==> config.mk <==
export PLATFORM = sky130hd
export DESIGN_NAME = scratch_mailbox
export DESIGN_NICKNAME = d
export VERILOG_FILES = /design/src/rtl/mbx_pkg.sv /design/src/rtl/mbx_decode.sv /design/src/rtl/mbx_regfile.sv /design/src/rtl/mbx_notify.sv /design/src/rtl/scratch_mailbox.sv
export SDC_FILE = /design/constraint.sdc
export NUM_CORES = 1
export LEC_CHECK = 0
export CAP_MARGIN = 20
export CORE_ASPECT_RATIO = 1.75
export CORE_MARGIN = 1.5
export CORE_UTILIZATION = 50
export DETAILED_ROUTE_END_ITERATION = 8
export PLACE_DENSITY = 0.91
export SLEW_MARGIN = 5
export SYNTH_ARGS = -nofsm -noshare
export SYNTH_HDL_FRONTEND = slang
export SYNTH_SLANG_ARGS = --single-unit
==> constraint.sdc <==
create_clock -name clk -period 2.4 [get_ports clk]
set_input_delay 0.6 -clock clk [delete_from_list [all_inputs] [get_ports clk]]
set_output_delay 0.6 -clock clk [all_outputs]
set_load 0.02 [all_outputs]
==> src/rtl/mbx_pkg.sv <==
package mbx_pkg;

    parameter int VERB_W    = 12;
    parameter int PAY_W     = 8;
    parameter int NUM_REGS  = 2;
    parameter int REG_BYTES = 4;

    localparam int REG_W     = REG_BYTES * PAY_W;
    localparam int REG_IDX_W = (NUM_REGS > 1) ? $clog2(NUM_REGS) : 1;
    localparam int BYTE_IDX_W = (REG_BYTES > 1) ? $clog2(REG_BYTES) : 1;

    // first read verb; each register takes one read verb then one verb per byte
    localparam logic [VERB_W-1:0] SCR_BASE_VERB  = 12'hFA6;
    localparam logic [VERB_W-1:0] DOORBELL_VERB  = 12'hF80;

    localparam int TRIG_BIT  = REG_W - 1;
    localparam int VALID_BIT = REG_W - 2;

    typedef enum logic {
        NOTIFY_TOGGLE   = 1'b0,
        NOTIFY_DOORBELL = 1'b1
    } notify_mode_e;

    typedef struct packed {
        logic                  is_read;
        logic [REG_IDX_W-1:0]  rd_sel;
        logic                  is_write;
        logic [REG_IDX_W-1:0]  wr_reg;
        logic [BYTE_IDX_W-1:0] wr_byte;
        logic                  is_doorbell;
    } cmd_dec_t;

    function automatic logic [VERB_W-1:0] read_verb(int r);
        return VERB_W'(int'(SCR_BASE_VERB) + r * (REG_BYTES + 1));
    endfunction

    function automatic logic [VERB_W-1:0] write_verb(int r, int b);
        return VERB_W'(int'(read_verb(r)) + 1 + b);
    endfunction

    function automatic cmd_dec_t decode_cmd(logic vld, logic [VERB_W-1:0] verb);
        cmd_dec_t d;
        d = '0;
        if (vld) begin
            if (verb == DOORBELL_VERB) d.is_doorbell = 1'b1;
            for (int r = 0; r < NUM_REGS; r++) begin
                if (verb == read_verb(r)) begin
                    d.is_read = 1'b1;
                    d.rd_sel  = REG_IDX_W'(r);
                end
                for (int b = 0; b < REG_BYTES; b++) begin
                    if (verb == write_verb(r, b)) begin
                        d.is_write = 1'b1;
                        d.wr_reg   = REG_IDX_W'(r);
                        d.wr_byte  = BYTE_IDX_W'(b);
                    end
                end
            end
        end
        return d;
    endfunction

endpackage

==> src/rtl/mbx_decode.sv <==
module mbx_decode
    import mbx_pkg::*;
(
    input  logic              cmd_valid_i,
    input  logic [VERB_W-1:0] cmd_verb_i,
    output cmd_dec_t          dec_o
);

    always_comb begin
        dec_o = decode_cmd(cmd_valid_i, cmd_verb_i);
    end

endmodule

==> src/rtl/mbx_regfile.sv <==
module mbx_regfile
    import mbx_pkg::*;
(
    input  logic                          clk,
    input  logic                          rst,
    input  logic                          cmd_valid_i,
    input  cmd_dec_t                      dec_i,
    input  logic [PAY_W-1:0]              payload_i,
    output logic [NUM_REGS-1:0][REG_W-1:0] regs_o,
    output logic                          rsp_valid_o,
    output logic [REG_W-1:0]              rsp_data_o
);

    for (genvar r = 0; r < NUM_REGS; r++) begin : g_reg
        logic [REG_W-1:0] q;

        always_ff @(posedge clk) begin
            if (rst) begin
                q <= '0;
            end else if (dec_i.is_write && dec_i.wr_reg == REG_IDX_W'(r)) begin
                for (int b = 0; b < REG_BYTES; b++) begin
                    if (dec_i.wr_byte == BYTE_IDX_W'(b)) q[b*PAY_W +: PAY_W] <= payload_i;
                end
            end
        end

        assign regs_o[r] = q;
    end

    always_ff @(posedge clk) begin
        if (rst) begin
            rsp_valid_o <= 1'b0;
            rsp_data_o  <= '0;
        end else begin
            rsp_valid_o <= cmd_valid_i;
            rsp_data_o  <= dec_i.is_read ? regs_o[dec_i.rd_sel] : '0;
        end
    end

endmodule

==> src/rtl/mbx_notify.sv <==
module mbx_notify
    import mbx_pkg::*;
(
    input  logic             clk,
    input  logic             rst,
    input  notify_mode_e     mode_i,
    input  cmd_dec_t         dec_i,
    input  logic [PAY_W-1:0] payload_i,
    input  logic             cur_trig_i,
    output logic             intr_o
);

    logic toggle_fire;
    logic bell_fire;

    always_comb begin
        toggle_fire = (mode_i == NOTIFY_TOGGLE) && dec_i.is_write &&
                      (dec_i.wr_reg == '0) &&
                      (dec_i.wr_byte == BYTE_IDX_W'(REG_BYTES - 1)) &&
                      (payload_i[PAY_W-1] != cur_trig_i);
        bell_fire   = (mode_i == NOTIFY_DOORBELL) && dec_i.is_doorbell &&
                      (payload_i != '0);
    end

    always_ff @(posedge clk) begin
        if (rst) intr_o <= 1'b0;
        else     intr_o <= toggle_fire | bell_fire;
    end

endmodule

==> src/rtl/scratch_mailbox.sv <==
module scratch_mailbox
    import mbx_pkg::*;
(
    input  logic              clk,
    input  logic              rst,
    input  logic              mode_i,
    input  logic              cmd_valid_i,
    input  logic [VERB_W-1:0] cmd_verb_i,
    input  logic [PAY_W-1:0]  cmd_payload_i,
    output logic              rsp_valid_o,
    output logic [REG_W-1:0]  rsp_data_o,
    output logic [REG_W-1:0]  peer_scratch0_o,
    output logic [REG_W-1:0]  peer_scratch1_o,
    output logic              peer_fmt_valid_o,
    output logic              peer_intr_o
);

    cmd_dec_t                      dec;
    logic [NUM_REGS-1:0][REG_W-1:0] regs;
    notify_mode_e                  mode;

    assign mode = notify_mode_e'(mode_i);

    mbx_decode u_decode (
        .cmd_valid_i (cmd_valid_i),
        .cmd_verb_i  (cmd_verb_i),
        .dec_o       (dec)
    );

    mbx_regfile u_regfile (
        .clk         (clk),
        .rst         (rst),
        .cmd_valid_i (cmd_valid_i),
        .dec_i       (dec),
        .payload_i   (cmd_payload_i),
        .regs_o      (regs),
        .rsp_valid_o (rsp_valid_o),
        .rsp_data_o  (rsp_data_o)
    );

    mbx_notify u_notify (
        .clk        (clk),
        .rst        (rst),
        .mode_i     (mode),
        .dec_i      (dec),
        .payload_i  (cmd_payload_i),
        .cur_trig_i (regs[0][TRIG_BIT]),
        .intr_o     (peer_intr_o)
    );

    assign peer_scratch0_o  = regs[0];
    assign peer_scratch1_o  = regs[1];
    assign peer_fmt_valid_o = regs[0][VALID_BIT];

endmodule

# ---- Word level (Yosys, flattened, before mapping)
# Index checks and enable logic that the tools add are counted.
# W data, S select, Z words.
dict set report classes {
  mux 14
  n_reduce_logical 19
  eq_ne 15
  n_lt_le_gt_ge 1
  n_bitwise 4
}
# op n
set ops {}
lappend ops {{$eq A12 B12 Y1 const B} 11}
lappend ops {{$mux W32} 2}
lappend ops {{$mux W4} 8}
lappend ops {{$reduce_and A2 Y1} 8}
lappend ops {{$logic_and A1 B1 Y1} 8}
lappend ops {{$reduce_bool A8 Y1} 1}
lappend ops {{$mux W7} 1}
lappend ops {{$eq A2 B2 Y1 const B} 2}
lappend ops {{$mux W2} 2}
lappend ops {{$not A1 Y1} 3}
lappend ops {{$eq A2 B1 Y1 const B} 1}
lappend ops {{$logic_not A2 Y1} 1}
lappend ops {{$lt A1 B2 Y1 const B} 1}
lappend ops {{$reduce_or A2 Y1} 1}
lappend ops {{$mux W1} 1}
lappend ops {{$ne A1 B1 Y1} 1}
lappend ops {{$or A1 B1 Y1} 1}
dict set report totals {
  ff_bits 98
  output_inout_bits 99
  wordCells 64
}

# ---- Depth between registers and ports, before layout
# Gate-level depths: netlist of run 1.
dict set report logic_depth {
  depth_word 15
  mapped_depth 6
  mapped_depth_nobuf 4
}

# ---- Hierarchy
# Synthesis of run 1 repeated with hierarchy kept, for this count alone.
dict set report hier_totals {
  cells_unflattened 376
  area_unflattened_um2 3982.6
}
# module n_inst cells_per_inst area_per_inst_um2
set modules_own_cells {}
lappend modules_own_cells {mbx_regfile 1 343 3748.6}
lappend modules_own_cells {mbx_decode 1 23 137.6}
lappend modules_own_cells {mbx_notify 1 9 88.8}
lappend modules_own_cells {scratch_mailbox 1 1 7.5}

# ---- Worst setup path after synthesis of run 1
# Ideal clock, no wire load.
dict set report synth_timing {
  path_type {input-to-reg}
  start {input port cmd_verb_i[2]}
  end {register u_regfile.g_reg[0].q[0]}
  setup_ns 0.140
  cell_stages 5
  setup_slack_ns 0.613
  arrival_time_ns 1.647
  path_buffers 1
  cell_sequence {buf_4 nand2b_1 nor3_1 o221ai_2 mux2i_1}
}
dict set report synth_between {
  elab_chain_cells 12
  word_cells_on_any_way 21
  classes_between {eq/ne (8); mux (9); bitwise (1); reduce/logical (3)}
}
# element line
set synth_lines {}
lappend synth_lines {{start, declared} scratch_mailbox.sv:8} ;# input logic [VERB_W-1:0] cmd_verb_i,
lappend synth_lines {{$eq A12 B12 Y1} mbx_pkg.sv:52} ;# if (verb == write_verb(r, b)) begin
lappend synth_lines {{$mux W4 (7 in a row)} mbx_pkg.sv:52}
lappend synth_lines {{$mux W4 (*)} mbx_pkg.sv:52}
lappend synth_lines {{$mux W7 (*)} mbx_pkg.sv:44} ;# if (vld) begin
lappend synth_lines {{$logic_and A1 B1 Y1} mbx_regfile.sv:20} ;# end else if (dec_i.is_write && dec_i.wr_reg == REG_IDX_W'(r)) begin
lappend synth_lines {{$reduce_and A2 Y1 (no line) (*)} --}
lappend synth_lines {{end signal, assigned by index} mbx_regfile.sv:22} ;# if (dec_i.wr_byte == BYTE_IDX_W'(b)) q[b*PAY_W +: PAY_W] <= payload_i;
lappend synth_lines {{end, declared} mbx_regfile.sv:15} ;# logic [REG_W-1:0] q;
# Mark *: on every way between the ends. The rest lies on a longest branch, timed or not.
# A chain may end at the register's enable or synchronous reset.

# ---- Worst setup path after layout of run 1
dict set report layout_timing {
  start {input port cmd_valid_i}
  end {register u_regfile.rsp_data_o[0]}
}
dict set report layout_between {
  elab_chain_cells 3
  word_cells_on_any_way 5
  classes_between {mux (3); bitwise (1); reduce/logical (1)}
}
# element line
set layout_lines {}
lappend layout_lines {{start, declared} scratch_mailbox.sv:7} ;# input logic cmd_valid_i,
lappend layout_lines {{$mux W7 (*)} mbx_pkg.sv:44}
lappend layout_lines {{$mux W32 (not written as such) or $not A1 Y1 (tied branches)} --}
lappend layout_lines {{$mux W32 (not written as such) or $reduce_or A2 Y1 (tied branches)} --}
lappend layout_lines {{end signal, assigned} mbx_regfile.sv:36} ;# rsp_data_o <= dec_i.is_read ? regs_o[dec_i.rd_sel] : '0;
lappend layout_lines {{end, declared} mbx_regfile.sv:11} ;# output logic [REG_W-1:0] rsp_data_o
# Mark *: on every way between the ends. The rest lies on a longest branch, timed or not. The select of a mux whose other input is x is not followed.

==> impl_results.md, run 1 <==
* Xor and xnor fraction of the mapped netlist area at 0.004428
* DIE AREA at roughly 0.0085 mm2
* Worst vdd ir at 0.5395 mV
* Proportion of layout cells with a drive suffix above 1 at 0.08411
* Post-synthesis average cell area at 9.649 um2
* Placer's final routability congestion estimate at 1.023
* EDFF count, synth at 0
* R2R depth at 4
* Largest family of logic cells by synthesized area: simple AND/OR/NAND/NOR gates
* Post-Syn Nets at 434
* Syn Inst Count at 410
* Primary FF master, synth: dfxtp_1
* Critical path's slowest cell: clkdlybuf4s50_1
* Synthesized flop and latch total at between 90 and 100
* DRT iter0 DRCs at 207
* Max incr delay on CP at 0.56 ns
* CTS tree: built
* Slew @ Worst Pin at 0.6321 ns
* Crit. Startpoint: cmd_valid_i
* # IOs at 123
* Skew-Pair Late Insertion Delay at about 0.34 ns
* Most frequent cells in the layout: clkdlybuf4s50_1 (121), dfxtp_1 (98), nand2b_1 (74)
* Stages on worst setup path at 6
* Post-CTS Resized at 0
* Fin util at 0.7424
* CTS root buf: clkbuf_16
* Row count at 42
* Largest net degree at the start of global routing at 44
* P_leak at 2.323 nW
* Final Critical Period at 2.136 ns
* Ant diodes at 0
* Compound-Gate Fraction of Synth Area at 0.05123
* DR vias at about 3400
* Max FO, Critical Path at 25
* Clk sinks at 98
* Routed WL at 10830 um
* Nets at 554
* Synthesized-area fraction occupied by adder cells at 0
* Fmax at between 400 and 500 MHz
* Fin. Hold Viols at 0
* Number of global-route vias before repair at 3419
* H-tree levels at 3
* CP Data Required Time at 2.65 ns
* Hold buffers post-CTS at 0
* Die width at 70.24 um
* Initial core utilization at 0.5192
* Max cap viols at 0
* Path type of the worst min-delay path: reg2reg
* Total power at 0.003371 W
* Count of cell types in the netlist at 33
* Pwr dens at about 600 mW/mm2
* Most common cell after layout, fill and taps aside: clkdlybuf4s50_1
* Total grt overflow at 0
* TritonRoute pass-1 iters at 4
* Antenna viol nets, final at 0
* DRC Markers at 0
* Status: completed
* Core area at 0.007620 mm2
* Final setup viols at 0
* Crit path top cell by count: nand4b_1
* Area grow syn2layout at 42.98%
* Crit path kind: in2reg
* Fin crit share at 0.8899
* Reg2reg end: u_notify.intr_o
* Post-Synthesis Cell Area at approximately 0.0040 mm2
* Die Ht at 120.7 um
* Worst Setup End Kind: register
* Critical path buffers and inverters at 2
* Hold-critical path depth at 2
* Hpwl dp at about 7800 um
* Via/cell ratio at 5.478
* Async set or reset register ratio after synthesis at 0
* Clock Skews at 0.005042 ns
* IO buf count at 122
* CP arrival at between 2 and 2.5 ns
* Reg clk slew, reported paths at about 0.060 ns
* GRT Total Usage at 0.2601
* Rel. slew slack at 0.5773
* Post-CTS setup buffer count at 0
* Yosys Warn Count at 0
* Mux contribution to synthesized area at 0.1619
* Initial antenna violation count at 0
* Delay-heaviest family, CP: buffers and inverters
* Synth Area in Simple Gates at 0.2502
* Critical path, cell by cell: clkdlybuf4s50_1 > nand4b_1 > nor3_1 > nand4b_1 > buf_12 > a21oi_1
* Fin Setup TNS at 0 ns
* Clk buf depth at 2
* Final Max Tran Viols at 0
* Num CTS Buffers at 9
* RSZ-0062 raised after global routing: no
* Register area share after synthesis at 0.4959
* First-pass GRT wire length at 17080 um
* FF-to-FF Start: u_regfile.g_reg[0].q[31]
* Critical Path Source Type: input port
* R2R Setup Slk at between 1 and 1.5 ns
* CP Capture Point: u_regfile.rsp_data_o[0]
* Routed len/inst at 17.38 um
## where the power goes
part	switching, W	total, W	internal (W)
logic	0.0000742	0.000148	0.0000739
clock network	0.000619	0.00160	0.000977
registers	0.000000305	0.00163	0.00163
## worst min-delay path by stage
stage / start / end / slack (ns)
after floorplan: u_regfile.g_reg[0].q[31] / u_regfile.rsp_data_o[31] / 0.47
after global placement: u_regfile.g_reg[0].q[21] / u_regfile.rsp_data_o[21] / 0.46
after detailed placement: u_regfile.g_reg[0].q[12] / u_regfile.rsp_data_o[12] / 0.46
after CTS: u_regfile.g_reg[0].q[12] / u_regfile.rsp_data_o[12] / 0.47
after global routing: u_regfile.g_reg[1].q[21] / u_regfile.rsp_data_o[21] / 0.48
final: u_regfile.g_reg[0].q[4] / u_regfile.rsp_data_o[4] / 0.47
## stage by stage
stage	instances	setup slack, ns	hold slack (ns)	instance area [um2]
6_report	623	0.2643	0.4726	5657
5_1_grt	623	0.1886	0.4849	5657
4_1_cts	623	0.3222	0.4734	5657
3_5_place_dp	607	-0.02729	0.4639	5319
3_3_place_gp	607	-0.02300	0.4595	5319
2_1_floorplan	410	0.6130	0.4709	3956
## cells in the mapped netlist (2+ instances only)
| cell type | n | area share |
|---|---|---|
| nand2b_1 | 74 | 0.12 |
| nand4_1 | 3 | 0.0047 |
| inv_1 | 2 | 0.0019 |
| mux2i_1 | 64 | 0.16 |
| and4_1 | 3 | 0.0066 |
| nand4_2 | 3 | 0.0095 |
| dfxtp_1 | 98 | 0.50 |
| nand4b_1 | 3 | 0.0066 |
| nor3_1 | 6 | 0.0076 |
| a21oi_1 | 32 | 0.040 |
| nor2_1 | 2 | 0.0019 |
| clkbuf_1 | 17 | 0.016 |
| buf_4 | 4 | 0.0076 |
| nand3_2 | 2 | 0.0051 |
| and3b_1 | 2 | 0.0044 |
| nand2_1 | 68 | 0.065 |
| buf_2 | 4 | 0.0051 |
| buf_1 | 6 | 0.0057 |
| nand3b_1 | 2 | 0.0038 |
| nor4_1 | 2 | 0.0032 |
## per-layer routing
layer	vias up	wire length (um)	share of wire	global-route usage
li1	1608	-	-	-
met1	1669	4024	0.37	0.2745
met2	106	6050	0.56	0.4752
met3	30	386	0.036	0.05500
met4	0	365	0.034	0.1322
met5	-	0	0	0
## flip-flops by register name (all words and copies together) (netlist names)
| register | cells |
|---|---|
| u_regfile.rsp_data_o | 32 |
| u_regfile.rsp_valid_o | 1 |
| u_notify.intr_o | 1 |
| u_regfile.g.q | 64 |
## layout make-up
| class | count | area (um2) |
|---|---|---|
| clock buffer | 11 | 252.7 |
| tap | 88 | 110.1 |
| sequential | 98 | 1962 |
| fill | 512 | 1963 |
| inverter | 2 | 7.507 |
| multi-input combinational | 279 | 1851 |
| clock inverter | 5 | 85.08 |
| timing repair buffer | 140 | 1389 |
## tightest hold or removal path: stages, from the launching register on
cell and delay, ns:
dfxtp_1 0.32, nand2_1 0.06, a21oi_1 0.05
## cells by family after synthesis
kind of cell / after synthesis
AO/OA/AOI/OAI: 36
XOR/XNOR: 2
buffers and inverters: 33
flip-flops: 98
multiplexers: 64
AND/OR/NAND/NOR: 177
No activity file was read; power rests on OpenSTA's default activity.
==> inputs of run 2 (changes only) <==
ABC_AREA = 1   (was default)
CORE_UTILIZATION = 51   (was 50)
==> run 2 against run 1 <==
Against the previous run: synthesized cell count increased by 47%; cell area is 6.7% higher; critical path type unchanged; highest routed layer unchanged; register-to-register slack better by 0.15 ns; clock skew shrank 0.0018 ns; clock power decreased by 9%; via count rose by 35%; clock-buffer cell count shrank 1; core utilization up 1.1 points; total power fell by 3.4%; sequential power is essentially flat; synthesized area grew 7.4%; global-route usage increased by 3.7 points.
==> impl_results.md, run 2 <==
* Status: completed
* Primary FF master, synth: dfxtp_1
* P_leak at 2.734 nW
* Die Ht at 123.7 um
* CP Capture Point: u_regfile.rsp_data_o[7]
* TritonRoute pass-1 iters at 5
* Clk sinks at 98
* Fin crit share at 0.9600
* Post-synthesis average cell area at 7.044 um2
* Power share of the clock group at 0.448
* Final setup viols at 0
* Clk buf depth at 2
* Nets at 769
* IO buf count at 122
* Max cap viols at 0
* Reg clk slew, reported paths at 0.06 ns
* Via/cell ratio at 5.481
* Cell with the most instances after synthesis: nor2_1
* Filler cell count at roughly 550
* Switching portion of total power at 0.2231
* Fmax at approximately 430 MHz
* Most frequent cells in the layout: nor2_1 (177), clkdlybuf4s50_1 (122), nand2_1 (121)
* Async set or reset register ratio after synthesis at 0
* DIE AREA at 0.008907 mm2
* Core area at approximately 0.0080 mm2
* CTS root buf: clkbuf_16
* DR vias at 4604
* RSZ-0062 raised after global routing: yes
* Sequential share of power at 0.499
* Largest net degree at the start of global routing at 45
* Fin. Hold Viols at 0
* Most common cell after layout, fill and taps aside: nor2_1
* Clock Skews at 0.003207 ns
* Crit path kind: in2reg
* Worst vdd ir at 0.4496 mV
* Initial core utilization at 0.5299
* Hpwl dp at 9562 um
* R2R depth at 4
* R2R Setup Slk at ~1.5 ns
* Ant diodes at 0
* Most flop-heavy register: u_regfile.g.q
* Row count at 43
* Placed inst area at 0.005731 mm2
* Hold buffers post-CTS at 0
* Initial antenna violation count at 0
* Yosys Warn Count at 0
* Placed Cells at between 800 and 900
* Antenna viol nets, final at 0
* CP Data Required Time at 2.63 ns
* Post-CTS Resized at 0
* Top post-synthesis cells by count: nor2_1 (178), nand2_1 (121), dfxtp_1 (98)
* Largest area contributor in the netlist: dfxtp_1
* Logic pwr share at 0.052
* First-pass GRT wire length at around 20000 um
* Register area share after synthesis at 0.4619
* FF-to-FF Start: u_regfile.g_reg[0].q[31]
* Final hold slack at 0.4856 ns
* Path type of the worst min-delay path: reg2reg
* DRT iter0 DRCs at 420
* Final instance area at roughly 0.006 mm2
* Final Critical Period at roughly 2.3 ns
* # IOs at 123
* H-tree levels at 3
* Number of global-route vias before repair at 4474
* Area grow syn2layout at 42.12%
* GRT Total Usage at 0.2975
* Critical Path Source Type: input port
* Worst Setup End Kind: register
* Max FO, Critical Path at 19
* Psw at 0.0007268 W
* Syn Inst Count at ~600
* Total power at 0.003258 W
* Die width at 71.99 um
* DRC Markers at 0
* Final std cells w/o fill at 840
* Skew-Pair Late Insertion Delay at ~0.34 ns
* Top cell type's share of synthesized area at 0.4619
* Total grt overflow at 0
* Crit. Startpoint: cmd_verb_i[5]
* Routed len/inst at 15.71 um
* CP arrival at 2.53 ns
* Slew @ Worst Pin at 0.4575 ns
* CTS tree: built
* Routed WL at ~13000 um
* Synthesized flop and latch total at 98
* Rel. slew slack at 0.6939
* Max reg flops at 64
* Final Max Tran Viols at 0
* Proportion of layout cells with a drive suffix above 1 at 0.1053
* Post-Syn Nets at between 600 and 700
* Int Pwr at 0.002531 W
* Seq. cell area at between 0.0015 and 0.002 mm2
* Pwr dens at 539.6 mW/mm2
* Count of cell types in the netlist at 27
* Placer's final routability congestion estimate at 0.9239
* Post-CTS setup buffer count at 0
* Largest cells by area after synthesis: dfxtp_1 (46%), nor2_1 (16%), nand2_1 (11%)
* Biggest regs: u_regfile.g.q x64, u_regfile.rsp_data_o x32
* Num CTS Buffers at 9
* Post-Synthesis Cell Area at 0.004248 mm2
* EDFF count, synth at 0
* Reg2reg end: u_notify.intr_o
* Multi-input logic area at 0.001884 mm2
## run 2: cell count changes after synthesis, moves of 24 or more
cell and delta:
a211oi_1 +24, a21oi_1 -30, inv_1 +58, mux2i_1 -64, nand2_1 +53, nand2b_1 -74, nor2_1 +176
## run 2: worst max-delay path, cell delays in order
cell             delay [ns]
clkdlybuf4s50_1        0.50
inv_1                  0.05
nor2_1                 0.08
nand2_1                0.13
nor2_4                 0.20
buf_4                  0.22
nand3_1                0.08
nand2_1                0.07
nand2_1                0.07
buf_4                  0.23
a211oi_1               0.30
## run 2: layer usage
metal  wire length, um  part of all wire  GRT usage  vias up
li1                  -                 -          -     2178
met1              4472              0.34     0.2848     2120
met2              7195              0.55     0.5631      248
met3               828             0.063    0.04935       58
met4               701             0.053     0.2040        0
met5                 0                 0          0        -
## run 2: power by group through the flow
stage                      logic, W  clock network [W]  registers [W]
after floorplan           0.0000663                  0        0.00167
after global placement     0.000159                  0        0.00166
after detailed placement   0.000163                  0        0.00166
after CTS                  0.000165            0.00145        0.00163
after global routing       0.000181            0.00151        0.00163
final                      0.000170            0.00146        0.00163
## run 2: layout make-up
cell class	instances	share of cell area
well taps	90	0.01865
inverters	64	0.03979
multi-input cells	415	0.3121
clock buffers	10	0.03959
repair buffers	157	0.2541
flip-flops and latches	98	0.3250
clock inverters	6	0.01078
## run 2: how the worst min path moves through the flow
stage | start | end | depth (start not counted)
after floorplan | u_regfile.g_reg[0].q[31] | u_regfile.rsp_data_o[31] | 2
final | u_regfile.g_reg[0].q[1] | u_regfile.rsp_data_o[1] | 2
after global routing | u_regfile.g_reg[0].q[0] | u_regfile.rsp_data_o[0] | 2
after global placement | u_regfile.g_reg[0].q[13] | u_regfile.rsp_data_o[13] | 2
after CTS | u_regfile.g_reg[0].q[1] | u_regfile.rsp_data_o[1] | 2
after detailed placement | u_regfile.g_reg[0].q[1] | u_regfile.rsp_data_o[1] | 2
## run 2: through the flow
step	util	setup WS, ns	TNS [ns]
after floorplan	-	0.5042	0
after global placement	0.7148	-0.07707	-1.642
after detailed placement	0.7148	-0.1791	-7.604
after CTS	0.7528	0.1492	0
after global routing	0.7531	-0.02588	-0.04255
final	0.7531	0.09590	0
## run 2: cells by family (layout without fill, tap and decap cells)
| group | after synthesis | count (layout) | synth area share |
|---|---|---|---|
| DFF | 98 | 98 | 0.4619 |
| xor gates and xnor gates | 1 | 1 | 0.002062 |
| AOI/OAI and AO/OA | 39 | 39 | 0.06421 |
| buffers and inverters | 90 | 237 | 0.09514 |
| and+or+nand+nor | 375 | 375 | 0.3767 |
